### config.mk
export PLATFORM = sky130hd
export DESIGN_NAME = uart_passthru_ctrl
export DESIGN_NICKNAME = d
export VERILOG_FILES = /design/src/rtl/upt_pkg.sv /design/src/rtl/upt_cfg_reg.sv /design/src/rtl/upt_settle_timer.sv /design/src/rtl/upt_pin_router.sv /design/src/rtl/uart_passthru_ctrl.sv
export SDC_FILE = /design/constraint.sdc
export NUM_CORES = 1
export LEC_CHECK = 0
export BUFFER_PORTS_ARGS = -buffer_cell sky130_fd_sc_hd__buf_2
export CAP_MARGIN = 30
export CORE_UTILIZATION = 25
export DETAILED_ROUTE_END_ITERATION = 10
export GPL_TIMING_DRIVEN = 0
export SYNTH_ARGS = -nofsm -noshare
export SYNTH_HDL_FRONTEND = slang
export SYNTH_SLANG_ARGS = --single-unit
### constraint.sdc
create_clock -name clk -period 4.3 [get_ports clk]
set_input_delay 1.075 -clock clk [delete_from_list [all_inputs] [get_ports clk]]
set_output_delay 1.075 -clock clk [all_outputs]
set_load 0.05 [all_outputs]
### src/rtl/upt_pkg.sv
package upt_pkg;

  localparam int CTRL_W    = 6;
  localparam int F_MODE    = 0;
  localparam int F_DIR     = 1;
  localparam int F_TXEN    = 2;
  localparam int F_RXEN    = 3;
  localparam int F_LOWV    = 4;
  localparam int F_CLKHOLD = 5;

  typedef enum logic [1:0] {
    ST_IDLE   = 2'd0,
    ST_SETTLE = 2'd1,
    ST_ACTIVE = 2'd2,
    ST_EXIT   = 2'd3
  } upt_state_e;

  typedef struct packed {
    logic clk_hold;
    logic low_volt;
    logic rx_en;
    logic tx_en;
    logic dir_swap;
  } upt_cfg_t;

endpackage

### src/rtl/upt_cfg_reg.sv
module upt_cfg_reg
  import upt_pkg::*;
(
  input  logic     clk,
  input  logic     rst,
  input  logic     wr_en,
  input  upt_cfg_t wr_fields,
  input  logic     session_lock,
  output upt_cfg_t cfg_q
);

  always_ff @(posedge clk) begin
    if (rst) begin
      cfg_q <= '0;
    end else if (wr_en) begin
      cfg_q.tx_en    <= wr_fields.tx_en;
      cfg_q.rx_en    <= wr_fields.rx_en;
      cfg_q.clk_hold <= wr_fields.clk_hold;
      if (!session_lock) begin
        cfg_q.dir_swap <= wr_fields.dir_swap;
        cfg_q.low_volt <= wr_fields.low_volt;
      end
    end
  end

endmodule

### src/rtl/upt_settle_timer.sv
module upt_settle_timer #(
  parameter int SETTLE_CYC = 16
) (
  input  logic clk,
  input  logic rst,
  input  logic run,
  output logic done
);

  localparam int CW = (SETTLE_CYC > 2) ? $clog2(SETTLE_CYC) : 1;
  localparam logic [CW-1:0] LAST = CW'(SETTLE_CYC - 1);

  logic [CW-1:0] cnt_q;

  assign done = run && (cnt_q == LAST);

  always_ff @(posedge clk) begin
    if (rst || !run) begin
      cnt_q <= '0;
    end else if (!done) begin
      cnt_q <= cnt_q + 1'b1;
    end
  end

endmodule

### src/rtl/upt_pin_router.sv
module upt_pin_router (
  input  logic dir_swap,
  input  logic tx_drive,
  input  logic rx_pass,
  input  logic link_tx_in,
  input  logic usb_dp_in,
  input  logic usb_dm_in,
  output logic usb_dp_out,
  output logic usb_dp_oe,
  output logic usb_dm_out,
  output logic usb_dm_oe,
  output logic link_rx_out
);

  logic tx_level;
  logic rx_pin;

  assign tx_level = tx_drive ? link_tx_in : 1'b1;
  assign rx_pin   = dir_swap ? usb_dm_in : usb_dp_in;

  always_comb begin
    usb_dp_oe  = tx_drive &&  dir_swap;
    usb_dm_oe  = tx_drive && !dir_swap;
    usb_dp_out = dir_swap ? tx_level : 1'b1;
    usb_dm_out = dir_swap ? 1'b1 : tx_level;
  end

  assign link_rx_out = rx_pass ? rx_pin : 1'b1;

endmodule

### src/rtl/uart_passthru_ctrl.sv
module uart_passthru_ctrl
  import upt_pkg::*;
#(
  parameter int SETTLE_CYC = 16
) (
  input  logic              clk,
  input  logic              rst,
  input  logic              reg_wr_en,
  input  logic [CTRL_W-1:0] reg_wr_data,
  input  logic              link_stop,
  input  logic              link_tx_in,
  output logic              link_rx_out,
  input  logic              usb_dp_in,
  input  logic              usb_dm_in,
  output logic              usb_dp_out,
  output logic              usb_dp_oe,
  output logic              usb_dm_out,
  output logic              usb_dm_oe,
  output logic              pll_enable,
  input  logic              pll_lock,
  output logic              link_clk_en,
  output logic              mode_active
);

  upt_state_e state_q, state_d;
  upt_cfg_t   cfg_q;
  upt_cfg_t   wr_fields;
  logic       settle_done;
  logic       tx_drive;
  logic       rx_pass;
  logic       entry_req;

  assign wr_fields.dir_swap = reg_wr_data[F_DIR];
  assign wr_fields.tx_en    = reg_wr_data[F_TXEN];
  assign wr_fields.rx_en    = reg_wr_data[F_RXEN];
  assign wr_fields.low_volt = reg_wr_data[F_LOWV];
  assign wr_fields.clk_hold = reg_wr_data[F_CLKHOLD];
  assign entry_req          = reg_wr_en && reg_wr_data[F_MODE];

  upt_cfg_reg cfg_i (
    .clk          (clk),
    .rst          (rst),
    .wr_en        (reg_wr_en),
    .wr_fields    (wr_fields),
    .session_lock (mode_active),
    .cfg_q        (cfg_q)
  );

  upt_settle_timer #(.SETTLE_CYC(SETTLE_CYC)) settle_i (
    .clk  (clk),
    .rst  (rst),
    .run  (state_q == ST_SETTLE),
    .done (settle_done)
  );

  always_comb begin
    state_d = state_q;
    unique case (state_q)
      ST_IDLE:   if (entry_req) state_d = wr_fields.low_volt ? ST_SETTLE : ST_ACTIVE;
      ST_SETTLE: if (link_stop) state_d = ST_EXIT;
                 else if (settle_done) state_d = ST_ACTIVE;
      ST_ACTIVE: if (link_stop) state_d = ST_EXIT;
      ST_EXIT:   if (pll_lock) state_d = ST_IDLE;
      default:   state_d = ST_IDLE;
    endcase
  end

  always_ff @(posedge clk) begin
    if (rst) state_q <= ST_IDLE;
    else     state_q <= state_d;
  end

  assign mode_active = (state_q != ST_IDLE);
  assign tx_drive    = (state_q == ST_ACTIVE) && cfg_q.tx_en && !link_stop;
  assign rx_pass     = ((state_q == ST_ACTIVE) || (state_q == ST_SETTLE)) && cfg_q.rx_en;

  always_comb begin
    unique case (state_q)
      ST_IDLE:   begin pll_enable = 1'b1; link_clk_en = 1'b1; end
      ST_SETTLE: begin pll_enable = 1'b0; link_clk_en = 1'b0; end
      ST_ACTIVE: begin
        pll_enable  = !cfg_q.low_volt;
        link_clk_en = !cfg_q.low_volt && cfg_q.clk_hold;
      end
      default:   begin pll_enable = 1'b1; link_clk_en = 1'b0; end
    endcase
  end

  upt_pin_router router_i (
    .dir_swap    (cfg_q.dir_swap),
    .tx_drive    (tx_drive),
    .rx_pass     (rx_pass),
    .link_tx_in  (link_tx_in),
    .usb_dp_in   (usb_dp_in),
    .usb_dm_in   (usb_dm_in),
    .usb_dp_out  (usb_dp_out),
    .usb_dp_oe   (usb_dp_oe),
    .usb_dm_out  (usb_dm_out),
    .usb_dm_oe   (usb_dm_oe),
    .link_rx_out (link_rx_out)
  );

endmodule

==> summary.md, run 1 <==
| Metric | Value |
|---|---|
| Skew-Pair Late Insertion Delay | `0.27 ns` |
| Die area | `about 2700 um^2` |
| Worst setup margin | `approximately 1.2 ns` |
| HP Start | `cfg_i.cfg_q[3]$_SDFFE_PP0P_` |
| Synth area leaders | `dfxtp_1 35%, mux2i_1 11%, ha_1 10%` |
| Crit-path max FO | `3` |
| CTS resizes | `0` |
| IO Pins | `22` |
| Vias in the first global route | `a little over 500` |
| Mean Syn Cell Area | `8.72 um^2` |
| Top cell type's share of synthesized area | `about a third` |
| Hold Vio Cnt, Final | `0` |
| DR pass1 iterations | `2` |
| RSZ-0062 raised after global routing | `false` |
| Unique cell type count in the Yosys netlist | `25` |
| Hold buffer count at CTS | `0` |
| Max_cap viols | `0` |
| Rel. slew slack | `between 70% and 80%` |
| Critical path's most frequent cell | `buf_2` |
| Power Dens Cells | `roughly 500 nW/um^2` |
| CP Launch Type | `input port` |
| Arrival time at the worst endpoint | `roughly 2 ns` |
| Pleak | `about 0.36 nW` |
| VDD IR max | `approximately 0.20 mV` |
| First-pass GRT wire length | `about 2200 um` |
| Layout net count | `115` |
| Synth-to-layout area growth | `24.9%` |
| Pre-CTS setup slack | `roughly 1.2 ns` |
| Initial antenna violation count | `0` |
| GP Congestion | `between 0.7 and 0.8` |
| Outcome | `finished clean` |
| Final setup vio count | `0` |
| End-of-flow core utilization | `34.2%` |
| Mapped cell area | `628 um^2` |
| Number of synthesis warnings | `0` |
| Cts bufs inserted | `3` |
| Worst r2r path cells | `5` |
| Hold crit path type | `flip-flop to flip-flop` |
| Avg WL per Cell | `10.6 um` |
| Largest net degree at the start of global routing | `11` |
| Worst clock skew | `roughly 0.0015 ns` |
| Height of the die | `~52 um` |
| Hold Path Sink | `cfg_i.cfg_q[3]$_SDFFE_PP0P_` |
| CTS root buf | `clkbuf_4` |
| Vias | `roughly 550` |
| Worst reg-to-reg setup slack | `2.56 ns` |
| Worst-Margin Slew | `0.400 ns` |
| Slowest-stage cell, CP | `or3_1` |
| Post-synthesis sequential area ratio | `roughly a third` |
| Clock sink count | `11` |
| Hold Crit Depth | `2` |
| GR Overflow Total | `0` |
| Max incr delay on CP | `roughly 0.29 ns` |
| Achievable Freq | `between 300 and 400 MHz` |
| Post-CTS setup buffer count | `0` |
| Number of routed nets with antenna violations | `0` |
| H-tree depth | `1` |
| Crit-path cells | `buf_2 > and2b_4 > nand2_1 > or3_1 > buf_2` |
| Min Clock Period, post-route | `between 3 and 4 ns` |
| DRT Wirelength | `1310 um` |
| DR iter-0 viols | `2` |
| Clock Path Buffers | `2` |
| Total track usage | `about an eighth` |
| CP Capture Type | `output port` |
| Core Rows | `17` |
| Total power | `between 300 and 400 uW` |
| Clock transition at path regs | `about 0.07 ns` |
| Post-Syn Instances | `72` |
| # DRC | `0` |
| R2r endpoint | `state_q[0]$_SDFFE_PP0P_` |
| FF-to-FF Start | `state_q[0]$_SDFFE_PP0P_` |
| Fin Setup TNS | `0 ns` |
| Starting Density | `between 20% and 30%` |
| CP Class | `input port to output port` |
| Fin crit share | `71.9%` |
| Synthesized flop and latch total | `11` |
| Port bufs | `19` |
| Yosys top cell by area | `dfxtp_1` |
| ANT cells | `0` |
| Share of layout cells above drive strength 1 | `27.4%` |
| Core Region | `around 2300 um^2` |
| Die Wd | `around 52 um` |
| Vias per inst | `approximately 4.5` |
| Mapped Nets | `between 90 and 100` |
| CTS tree | `yes` |
| Pins over their slew limit | `0` |
| Final HPWL DP | `1060 um` |
| CP required | `~3.2 ns` |
==> layer usage <==
metal  share of wire [%]  track usage, %
met1                  52            16.0
met2                  39            15.4
met3                 7.8            6.43
met4                 1.0            4.05
met5                   0               0
==> layout make-up <==
class                   count  area [um^2]
plain buffers               2         8.76
flip-flops and latches     11          220
inverters                   3         11.3
repair buffers             19         95.1
clock buffers               4         26.3
well taps                  28         35.0
fillers                   244         1510
multi-input cells          56          388
==> cell usage in the layout (no fill, tap or decap), drive strengths merged <==
master	Yosys	layout
dfxtp	11	11
inv	3	3
nor3	2	2
mux2	1	1
and2b	1	1
a2111o	1	1
mux2i	7	7
ha	5	5
clkbuf	1	5
a31oi	1	1
nand3	5	5
a21oi	2	2
o21bai	1	1
xnor2	1	1
nand2b	3	3
a211oi	2	2
a21boi	1	1
or3	1	1
buf	1	20
nand3b	1	1
nor2	10	10
and3	1	1
nor2b	4	4
nand2	6	6
==> how the worst max path moves through the flow <==
| stage | to | cells past startpoint | from | slack [ns] |
|---|---|---|---|---|
| 2_1_floorplan | usb_dp_out | 3 | link_stop | 1.01 |
| 3_3_place_gp | usb_dm_out | 5 | link_stop | 1.22 |
| 3_5_place_dp | usb_dm_out | 5 | link_stop | 1.20 |
| 4_1_cts | usb_dm_out | 5 | link_stop | 1.20 |
| 5_1_grt | usb_dm_out | 5 | link_stop | 1.14 |
| 6_report | usb_dm_out | 5 | link_stop | 1.21 |
==> state kept, by name, summed over array words and instances (netlist names) <==
name            count
state_q             2
cfg_i.cfg_q         5
settle_i.cnt_q      4
==> per-stage QoR <==
step,instances,instance area [um^2],hold slack [ns]
floorplan,72,628,0.444
global route,123,785,0.516
finish,123,785,0.477
global placement,119,758,0.463
detailed placement,119,758,0.466
CTS,123,785,0.476
==> where the power goes <==
group	switching (mW)	internal [mW]
logic	0.121	0.0686
clock network	0.0363	0.0360
registers	0.0138	0.116
total	0.171	0.221
==> synthesized netlist by cell type <==
library cell and number:
dfxtp_1 11, nor2_1 10, mux2i_1 7, nand2_1 6
ha_1 5, nand3_1 4, nor2b_1 4, inv_1 3
nand2b_1 3, a211oi_1 2, a21oi_1 2, nor3_1 2
a2111o_1 1, a21boi_0 1, a31oi_1 1, and2b_4 1
and3_1 1, buf_2 1, clkbuf_1 1, mux2_4 1
nand3_2 1, nand3b_1 1, o21bai_1 1, or3_1 1
xnor2_1 1
==> cell families after synthesis <==
group	count (synthesis)	share of synthesized area [%]
multiplexers	8	13.5
AND/OR/NAND/NOR	34	27.7
flip-flops	11	35.1
buffers and inverters	5	3.19
XOR/XNOR	1	1.39
adder cells (fa/ha/maj)	5	9.96
AO/OA/AOI/OAI	8	9.16
==> critical path, delay by kind of cell <==
kind	cells	cell delay, ns
and+or+nand+nor	3	0.60
buffers and inverters	2	0.33
Note: power is estimated with default switching activity, not from simulation.
==> inputs of run 2 (changes only) <==
--- a/config.mk
+++ b/config.mk
@@ -5,6 +5,7 @@
 export SDC_FILE = /design/constraint.sdc
 export NUM_CORES = 1
 export LEC_CHECK = 0
+export ABC_AREA = 1
 export BUFFER_PORTS_ARGS = -buffer_cell sky130_fd_sc_hd__buf_2
 export CAP_MARGIN = 30
 export CORE_UTILIZATION = 25
==> constraint.sdc (replaced) <==
create_clock -name clk -period 3.1 [get_ports clk]
set_input_delay 0.775 -clock clk [delete_from_list [all_inputs] [get_ports clk]]
set_output_delay 0.775 -clock clk [all_outputs]
set_load 0.05 [all_outputs]
==> run 2 against run 1 <==
- register-to-register slack worse by 0.76 ns
- first-iteration DRC count rose to 5.0 times the previous value
- non-clock buffer count did not move
- largest cell class unchanged
- final cell count is 27% higher
- clock skew rose by 0.0064 ns
- critical endpoint is now link_clk_en
- clock power rose by 34%
- final area is 5.7% higher
- routed wire length is 7.2% higher
- clock-buffer cell count is the same
- sequential power increased by 44%
==> summary.md, run 2 <==
| Metric | Value |
|---|---|
| Crit-path max FO | `4 (+1)` |
| Max FFs per register | `5 (unchanged)` |
| Synth cell count leaders | `21 x inv_1, 16 x nand2_1, 15 x nor2_1, 11 x dfxtp_1, 10 x o21ai_0` |
| Vias per inst | `4.22 (-6.0%)` |
| Min Clock Period, post-route | `about 2.4 ns` |
| Arrival time at the worst endpoint | `1.65 ns (-0.37 ns)` |
| Worst-Margin Slew | `0.255 ns (-0.145 ns)` |
| Achievable Freq | `~410 MHz` |
| Mean Syn Cell Area | `6.54 um^2 (-25%)` |
| DR iter-0 viols | `10 (+8)` |
| Skew-Pair Late Insertion Delay | `0.27 ns (about the same)` |
| H-tree depth | `1 (unchanged)` |
| Clock Path Buffers | `2 (unchanged)` |
| Die area | `2850 um^2 (+5.0%)` |
| CTS resizes | `0 (unchanged)` |
| CP Class | `flip-flop to output port` |
| DRT Wirelength | `1400 um (+7.2%)` |
| CP required | `2.32 ns (-0.90 ns)` |
| GR Overflow Total | `0 (unchanged)` |
| Avg WL per Cell | `8.97 um (-15%)` |
| Total internal power | `324 uW (+47%)` |
| Total track usage | `12.7% (+0.87 points)` |
| Synth area leaders | `dfxtp_1 33%, inv_1 12%, ha_1 9.5%` |
| Fin Setup TNS | `0 ns (unchanged)` |
| Post-synth EDFFs | `0 (unchanged)` |
| VDD IR max | `0.437 mV (+120%)` |
| Top Layer Used | `met4` |
| Hold Vio Cnt, Final | `0 (unchanged)` |
| DR pass1 iterations | `4 (+2)` |
| Max_cap viols | `0 (unchanged)` |
| Commonest cells after routing, fill and taps aside | `21 x inv_1, 21 x buf_2, 16 x nand2_1, 15 x nor2_1, 11 x dfxtp_1` |
| Clock transition at path regs | `0.07 ns (about the same)` |
| Hold buffer count at CTS | `0 (unchanged)` |
| CP startpoint | `state_q[0]$_SDFFE_PP0P_` |
| Final setup vio count | `0 (unchanged)` |
| Clock share of power | `15.0% (-3.4 points)` |
| RSZ-0062 raised after global routing | `false` |
| Worst clock skew | `0.00793 ns (+0.00639 ns)` |
| Reg power frac | `28.9% (-4.3 points)` |
| Initial antenna violation count | `0 (unchanged)` |
| Cell area after placement | `803 um^2 (+5.9%)` |
| Worst setup margin | `0.676 ns (-0.534 ns)` |
| Mapped cell area | `661 um^2 (+5.2%)` |
| Die Wd | `53.4 um (+2.5%)` |
| Largest net degree at the start of global routing | `8 (-3)` |
| ANT cells | `0 (unchanged)` |
| Final Instance Area | `830 um^2 (+5.7%)` |
| Outcome | `finished clean` |
| Top cell type's share of synthesized area | `33.3% (-1.7 points)` |
| Top Registers | `cfg_i.cfg_q: 5 flops, settle_i.cnt_q: 4 flops, state_q: 2 flops` |
| Hold crit path type | `flip-flop to flip-flop` |
| Core Rows | `18 (+1)` |
| First-pass GRT wire length | `2520 um (+14%)` |
| CP Launch Type | `flip-flop` |
| Number of routed nets with antenna violations | `0 (unchanged)` |
| Largest Register | `cfg_i.cfg_q` |
| Synthesized flop and latch total | `11 (unchanged)` |
| Asr flop ratio synth | `0% (unchanged)` |
| Core Region | `2480 um^2 (+7.8%)` |
| Layout net count | `146 (+27%)` |
| Final HPWL DP | `1160 um (+9.2%)` |
| GP Congestion | `0.789 (+7.4%)` |
| Fin crit share | `78.2%` |
| IO Pins | `22 (unchanged)` |
| Power Dens Cells | `780 nW/um^2 (+56%)` |
| Unique cell type count in the Yosys netlist | `15 (-40%)` |
| End-of-flow core utilization | `33.5% (-0.67 points)` |
| Port bufs | `21 (+2)` |
| Most frequent cell after synthesis | `inv_1` |
| Post-synthesis sequential area ratio | `33.3% (-1.7 points)` |
| Number of synthesis warnings | `0 (unchanged)` |
| HP Start | `cfg_i.cfg_q[3]$_SDFFE_PP0P_` |
| CTS root buf | `clkbuf_4` |
| Pre-CTS setup slack | `0.857 ns (-0.340 ns)` |
| Psw | `324 uW (+89%)` |
| Vias in the first global route | `598 (+18%)` |
| Vias | `659 (+19%)` |
| Rel. slew slack | `83.1% (+9.8 points)` |
| Share of layout cells above drive strength 1 | `23.8% (-3.6 points)` |
| Height of the die | `53.4 um (+2.5%)` |
| Pleak | `0.417 nW (+16%)` |
| Clock sink count | `11 (unchanged)` |
| Switching share of power | `50.0% (+6.4 points)` |
| FF-to-FF Start | `state_q[0]$_SDFFE_PP0P_` |
| CP Capture Type | `output port` |
| Combinational power share | `56.1% (+7.7 points)` |
| Mapped Nets | `120 (+32%)` |
| Pins over their slew limit | `0 (unchanged)` |
| Starting Density | `26.7% (-0.68 points)` |
| Main synth FF type | `dfxtp_1` |
| Post-CTS setup buffer count | `0 (unchanged)` |
| # DRC | `0 (unchanged)` |
| Yosys top cell by area | `dfxtp_1` |
| Fillers | `292 (+20%)` |
| Met3 routed WL | `31 um (-70%)` |
| Met2 routed WL | `609 um (+21%)` |
| Synth-to-layout area growth | `25.6%` |
| WL met1 | `739 um (+7.9%)` |
| Total power | `647 uW (+65%)` |
| Post-Syn Instances | `101 (+40%)` |
| Cts bufs inserted | `3 (unchanged)` |
| CTS tree | `yes` |
## run 2: cell types whose count changed in the layout (fill, tap and decap cells not counted), moves of 3 or more
cell      change
nand3_1       +3
nor2b_1       -4
o21ai_0      +10
mux2i_1       -7
nand2_1      +10
nand2b_1      -3
a21oi_1       +4
inv_1        +18
nor2_1        +5
## run 2: through the flow
| step | hold slack, ns | cells |
|---|---|---|
| finish | 0.456 | 156 |
| global route | 0.492 | 156 |
| CTS | 0.454 | 156 |
| detailed placement | 0.444 | 152 |
| global placement | 0.430 | 152 |
| floorplan | 0.418 | 101 |
## run 2: power groups by stage
| stage | combinational [mW] | clock (mW) | sequential, mW |
|---|---|---|---|
| floorplan | 0.289 | 0 | 0.186 |
| global placement | 0.361 | 0 | 0.190 |
| detailed placement | 0.363 | 0 | 0.191 |
| CTS | 0.364 | 0.102 | 0.187 |
| global route | 0.412 | 0.109 | 0.191 |
| finish | 0.363 | 0.0970 | 0.187 |
## run 2: cell families (layout without fill, tap and decap cells)
logic type	count (synthesis)	in the layout	share of synthesized area, %
simple gates	44	44	29.4
compound gates	19	19	14.6
buf+inv	21	46	11.9
flops	11	11	33.3
xor+xnor	1	1	1.33
fa+ha+maj	5	5	9.47
## run 2: layer usage
layer	vias up	global-route usage (%)
met5	-	0
met4	0	7.89
met3	2	2.59
met2	9	18.8
met1	285	16.5
li1	363	-
## run 2: critical path, cell delays in order (launching register included)
cell	delay [ns]
dfxtp_1	0.34
inv_1	0.08
ha_1	0.21
inv_1	0.06
or2_2	0.28
o21ai_0	0.13
buf_2	0.28
## run 2: path summary, 6_finish.rpt
kind                                 end  slack [ns]  depth (start not counted)
max                          link_clk_en        0.68                          6
min          cfg_i.cfg_q[3]$_SDFFE_PP0P_        0.46                          2
max reg2reg      state_q[1]$_SDFFE_PP0P_        1.80                          8
min reg2reg  cfg_i.cfg_q[3]$_SDFFE_PP0P_        0.46                          2
## run 2: final cells by class
cell class / instances / area (um^2) / area share, %
Clock buffer: 4 / 26.3 / 3.17
Tap cell: 30 / 37.5 / 4.52
Multi-Input combinational cell: 69 / 362 / 43.6
Sequential cell: 11 / 220 / 26.5
Inverter: 21 / 78.8 / 9.50
Timing Repair Buffer: 21 / 105 / 12.7
==> inputs of run 3 (changes only) <==
==> constraint.sdc (replaced) <==
create_clock -name clk -period 2.2 [get_ports clk]
set_input_delay 0.55 -clock clk [delete_from_list [all_inputs] [get_ports clk]]
set_output_delay 0.55 -clock clk [all_outputs]
set_load 0.05 [all_outputs]
==> run 3 against run 2 <==
- register-to-register slack got worse by 0.92 ns
- global-route usage down 0.26 points
- clock skew shrank 0.0033 ns
- via count is 4.7% higher
- worst setup slack worse by 0.58 ns
- non-clock buffer count increased by 1
- critical path depth unchanged
- clock-buffer cell count did not move
==> summary.md, run 3 (synthesis results as in run 2) <==
| Metric | Value |
|---|---|
| Largest net degree at the start of global routing | `8 (unchanged)` |
| Max incr delay on CP | `0.33 ns (about the same)` |
| Met2 routed WL | `623 um (+2.3%)` |
| Final setup vio count | `0 (unchanged)` |
| Max FFs per register | `5 (unchanged)` |
| Clock transition at path regs | `0.07 ns (about the same)` |
| Skew-Pair Late Insertion Delay | `0.27 ns (about the same)` |
| CP required | `1.65 ns (-0.67 ns)` |
| Sequential Area | `220 um^2 (unchanged)` |
| CP Launch Type | `flip-flop` |
| End-of-flow core utilization | `34.4% (+0.91 points)` |
| Share of layout cells above drive strength 1 | `26.0% (+2.2 points)` |
| VDD IR max | `0.580 mV (+33%)` |
| Slowest-stage cell, CP | `dfxtp_1` |
| ANT cells | `0 (unchanged)` |
| Worst clock skew | `0.00465 ns (-0.00328 ns)` |
| Layout net count | `147 (+0.68%)` |
| Arrival time at the worst endpoint | `1.55 ns (-0.10 ns)` |
| Fillers | `277 (-5.1%)` |
| H-tree depth | `1 (unchanged)` |
| Hold buffer count at CTS | `0 (unchanged)` |
| CTS root buf | `clkbuf_4` |
| Power Dens Cells | `1130 nW/um^2 (+45%)` |
| Synth-to-layout area growth | `29.0%` |
| Hold crit path type | `flip-flop to flip-flop` |
| RSZ-0062 raised after global routing | `false` |
| WL met1 | `724 um (-2.0%)` |
| First-pass GRT wire length | `2550 um (+1.1%)` |
| Area of the multi-input gates | `368 um^2 (+1.7%)` |
| Port bufs | `21 (unchanged)` |
| Avg WL per Cell | `8.95 um (-0.21%)` |
| DRT Wirelength | `1410 um (+0.43%)` |
| Final HPWL DP | `1150 um (-0.67%)` |
| Critical path's most frequent cell | `inv_1` |
| Total power | `963 uW (+49%)` |
| DR iter-0 viols | `18 (+8)` |
| CP Capture Type | `output port` |
| Worst setup margin | `0.0991 ns (-0.577 ns)` |
| Clock sink count | `11 (unchanged)` |
| Pins over their slew limit | `0 (unchanged)` |
| Vias | `690 (+4.7%)` |
| Crit-path cells | `inv_1 > ha_2 > inv_1 > or2_2 > o21ai_1 > buf_4` |
| CTS tree | `yes` |
| Starting Density | `26.7% (unchanged)` |
| Fin crit share | `about 95%` |
| CP Class | `flip-flop to output port` |
| GR Overflow Total | `0 (unchanged)` |
| GP Congestion | `0.761 (-3.6%)` |
| Hold slack | `0.447 ns (-0.00866 ns)` |
| Layout Cells excl Fill | `157 (+0.64%)` |
| Min Clock Period, post-route | `~2.1 ns` |
| Pleak | `0.425 nW (+2.1%)` |
| # DRC | `0 (unchanged)` |
| Pre-CTS setup slack | `0.298 ns (-0.560 ns)` |
| Die Wd | `53.4 um (unchanged)` |
| Cell area after placement | `803 um^2 (unchanged)` |
| Largest Register | `cfg_i.cfg_q` |
| IO Pins | `22 (unchanged)` |
| Rel. slew slack | `83.4% (+0.25 points)` |
| Top Registers | `cfg_i.cfg_q: 5 flops, settle_i.cnt_q: 4 flops, state_q: 2 flops` |
| Total track usage | `12.4% (-0.26 points)` |
| Cts bufs inserted | `3 (unchanged)` |
| Achievable Freq | `between 400 and 500 MHz` |
| Met3 routed WL | `44 um (+42%)` |
| Max_cap viols | `0 (unchanged)` |
| Core Rows | `18 (unchanged)` |
| Placed cell count | `152 (unchanged)` |
| Most common cell after layout, fill and taps aside | `inv_1` |
| DR pass1 iterations | `4 (unchanged)` |
| Initial antenna violation count | `0 (unchanged)` |
| Commonest cells after routing, fill and taps aside | `21 x inv_1, 19 x buf_2, 16 x nand2_1, 15 x nor2_1, 11 x dfxtp_1` |
| Fin Setup TNS | `0 ns (unchanged)` |
| Final Instance Area | `852 um^2 (+2.7%)` |
| Crit-path max FO | `4 (unchanged)` |
| Clock Path Buffers | `2 (unchanged)` |
| Vias in the first global route | `604 (+1.0%)` |
| Top Layer Used | `met4` |
| Core Region | `2480 um^2 (unchanged)` |
| Hold Vio Cnt, Final | `0 (unchanged)` |
| Height of the die | `53.4 um (unchanged)` |
| Outcome | `finished clean` |
| Die area | `2850 um^2 (unchanged)` |
| Vias per inst | `4.39 (+4.0%)` |
| Number of routed nets with antenna violations | `0 (unchanged)` |
| Worst-Margin Slew | `0.251 ns (-0.00378 ns)` |
==> run 3: changes by cell type in the layout (fill, tap and decap cells not counted) <==
cell     delta
o21ai_2     +1
buf_4       +2
o21ai_1     +1
buf_6       +1
ha_2        +1
buf_2       -2
ha_1        -1
o21ai_0     -2
==> run 3: worst paths after layout <==
check                              start                     endpoint  slack, ns  cells past startpoint
max              state_q[0]$_SDFFE_PP0P_                   pll_enable        0.1                      6
max reg2reg      state_q[0]$_SDFFE_PP0P_      state_q[1]$_SDFFE_PP0P_       0.88                      8
min          cfg_i.cfg_q[3]$_SDFFE_PP0P_  cfg_i.cfg_q[3]$_SDFFE_PP0P_       0.45                      2
min reg2reg  cfg_i.cfg_q[3]$_SDFFE_PP0P_  cfg_i.cfg_q[3]$_SDFFE_PP0P_       0.45                      2
==> run 3: layout make-up <==
cell class              count  share of cell area (%)
repair buffers             22                    14.2
multi-input cells          69                    43.2
flip-flops and latches     11                    25.8
inverters                  21                    9.25
well taps                  30                    4.41
clock buffers               4                    3.08
==> run 3: report_power, final <==
| group | internal [mW] | leakage (nW) | switching, mW | total [mW] |
|---|---|---|---|---|
| combinational | 0.190 | 0.320 | 0.371 | 0.560 |
| sequential | 0.235 | 0.0904 | 0.0281 | 0.263 |
| clock | 0.0702 | 0.0150 | 0.0690 | 0.139 |
| total | 0.495 | 0.425 | 0.468 | 0.963 |
==> run 3: timing repair <==
action / CTS / global route
resized for setup: 1 / 6
setup endpoints to repair: 1 / 2
setup buffers: 0 / 1
==> run 3: routing by layer <==
layer,vias up,GRT usage (%)
met5,-,0
met4,0,6.58
met3,2,2.59
met2,7,18.1
met1,309,16.7
li1,372,-
==> run 3: critical path, delay by kind of cell (launching register included) <==
kind | cells | cell delay [ns]
buffers and inverters | 3 | 0.36
adders and majority gates | 1 | 0.19
and+or+nand+nor | 1 | 0.29
DFF | 1 | 0.33
AOI/OAI and AO/OA | 1 | 0.11
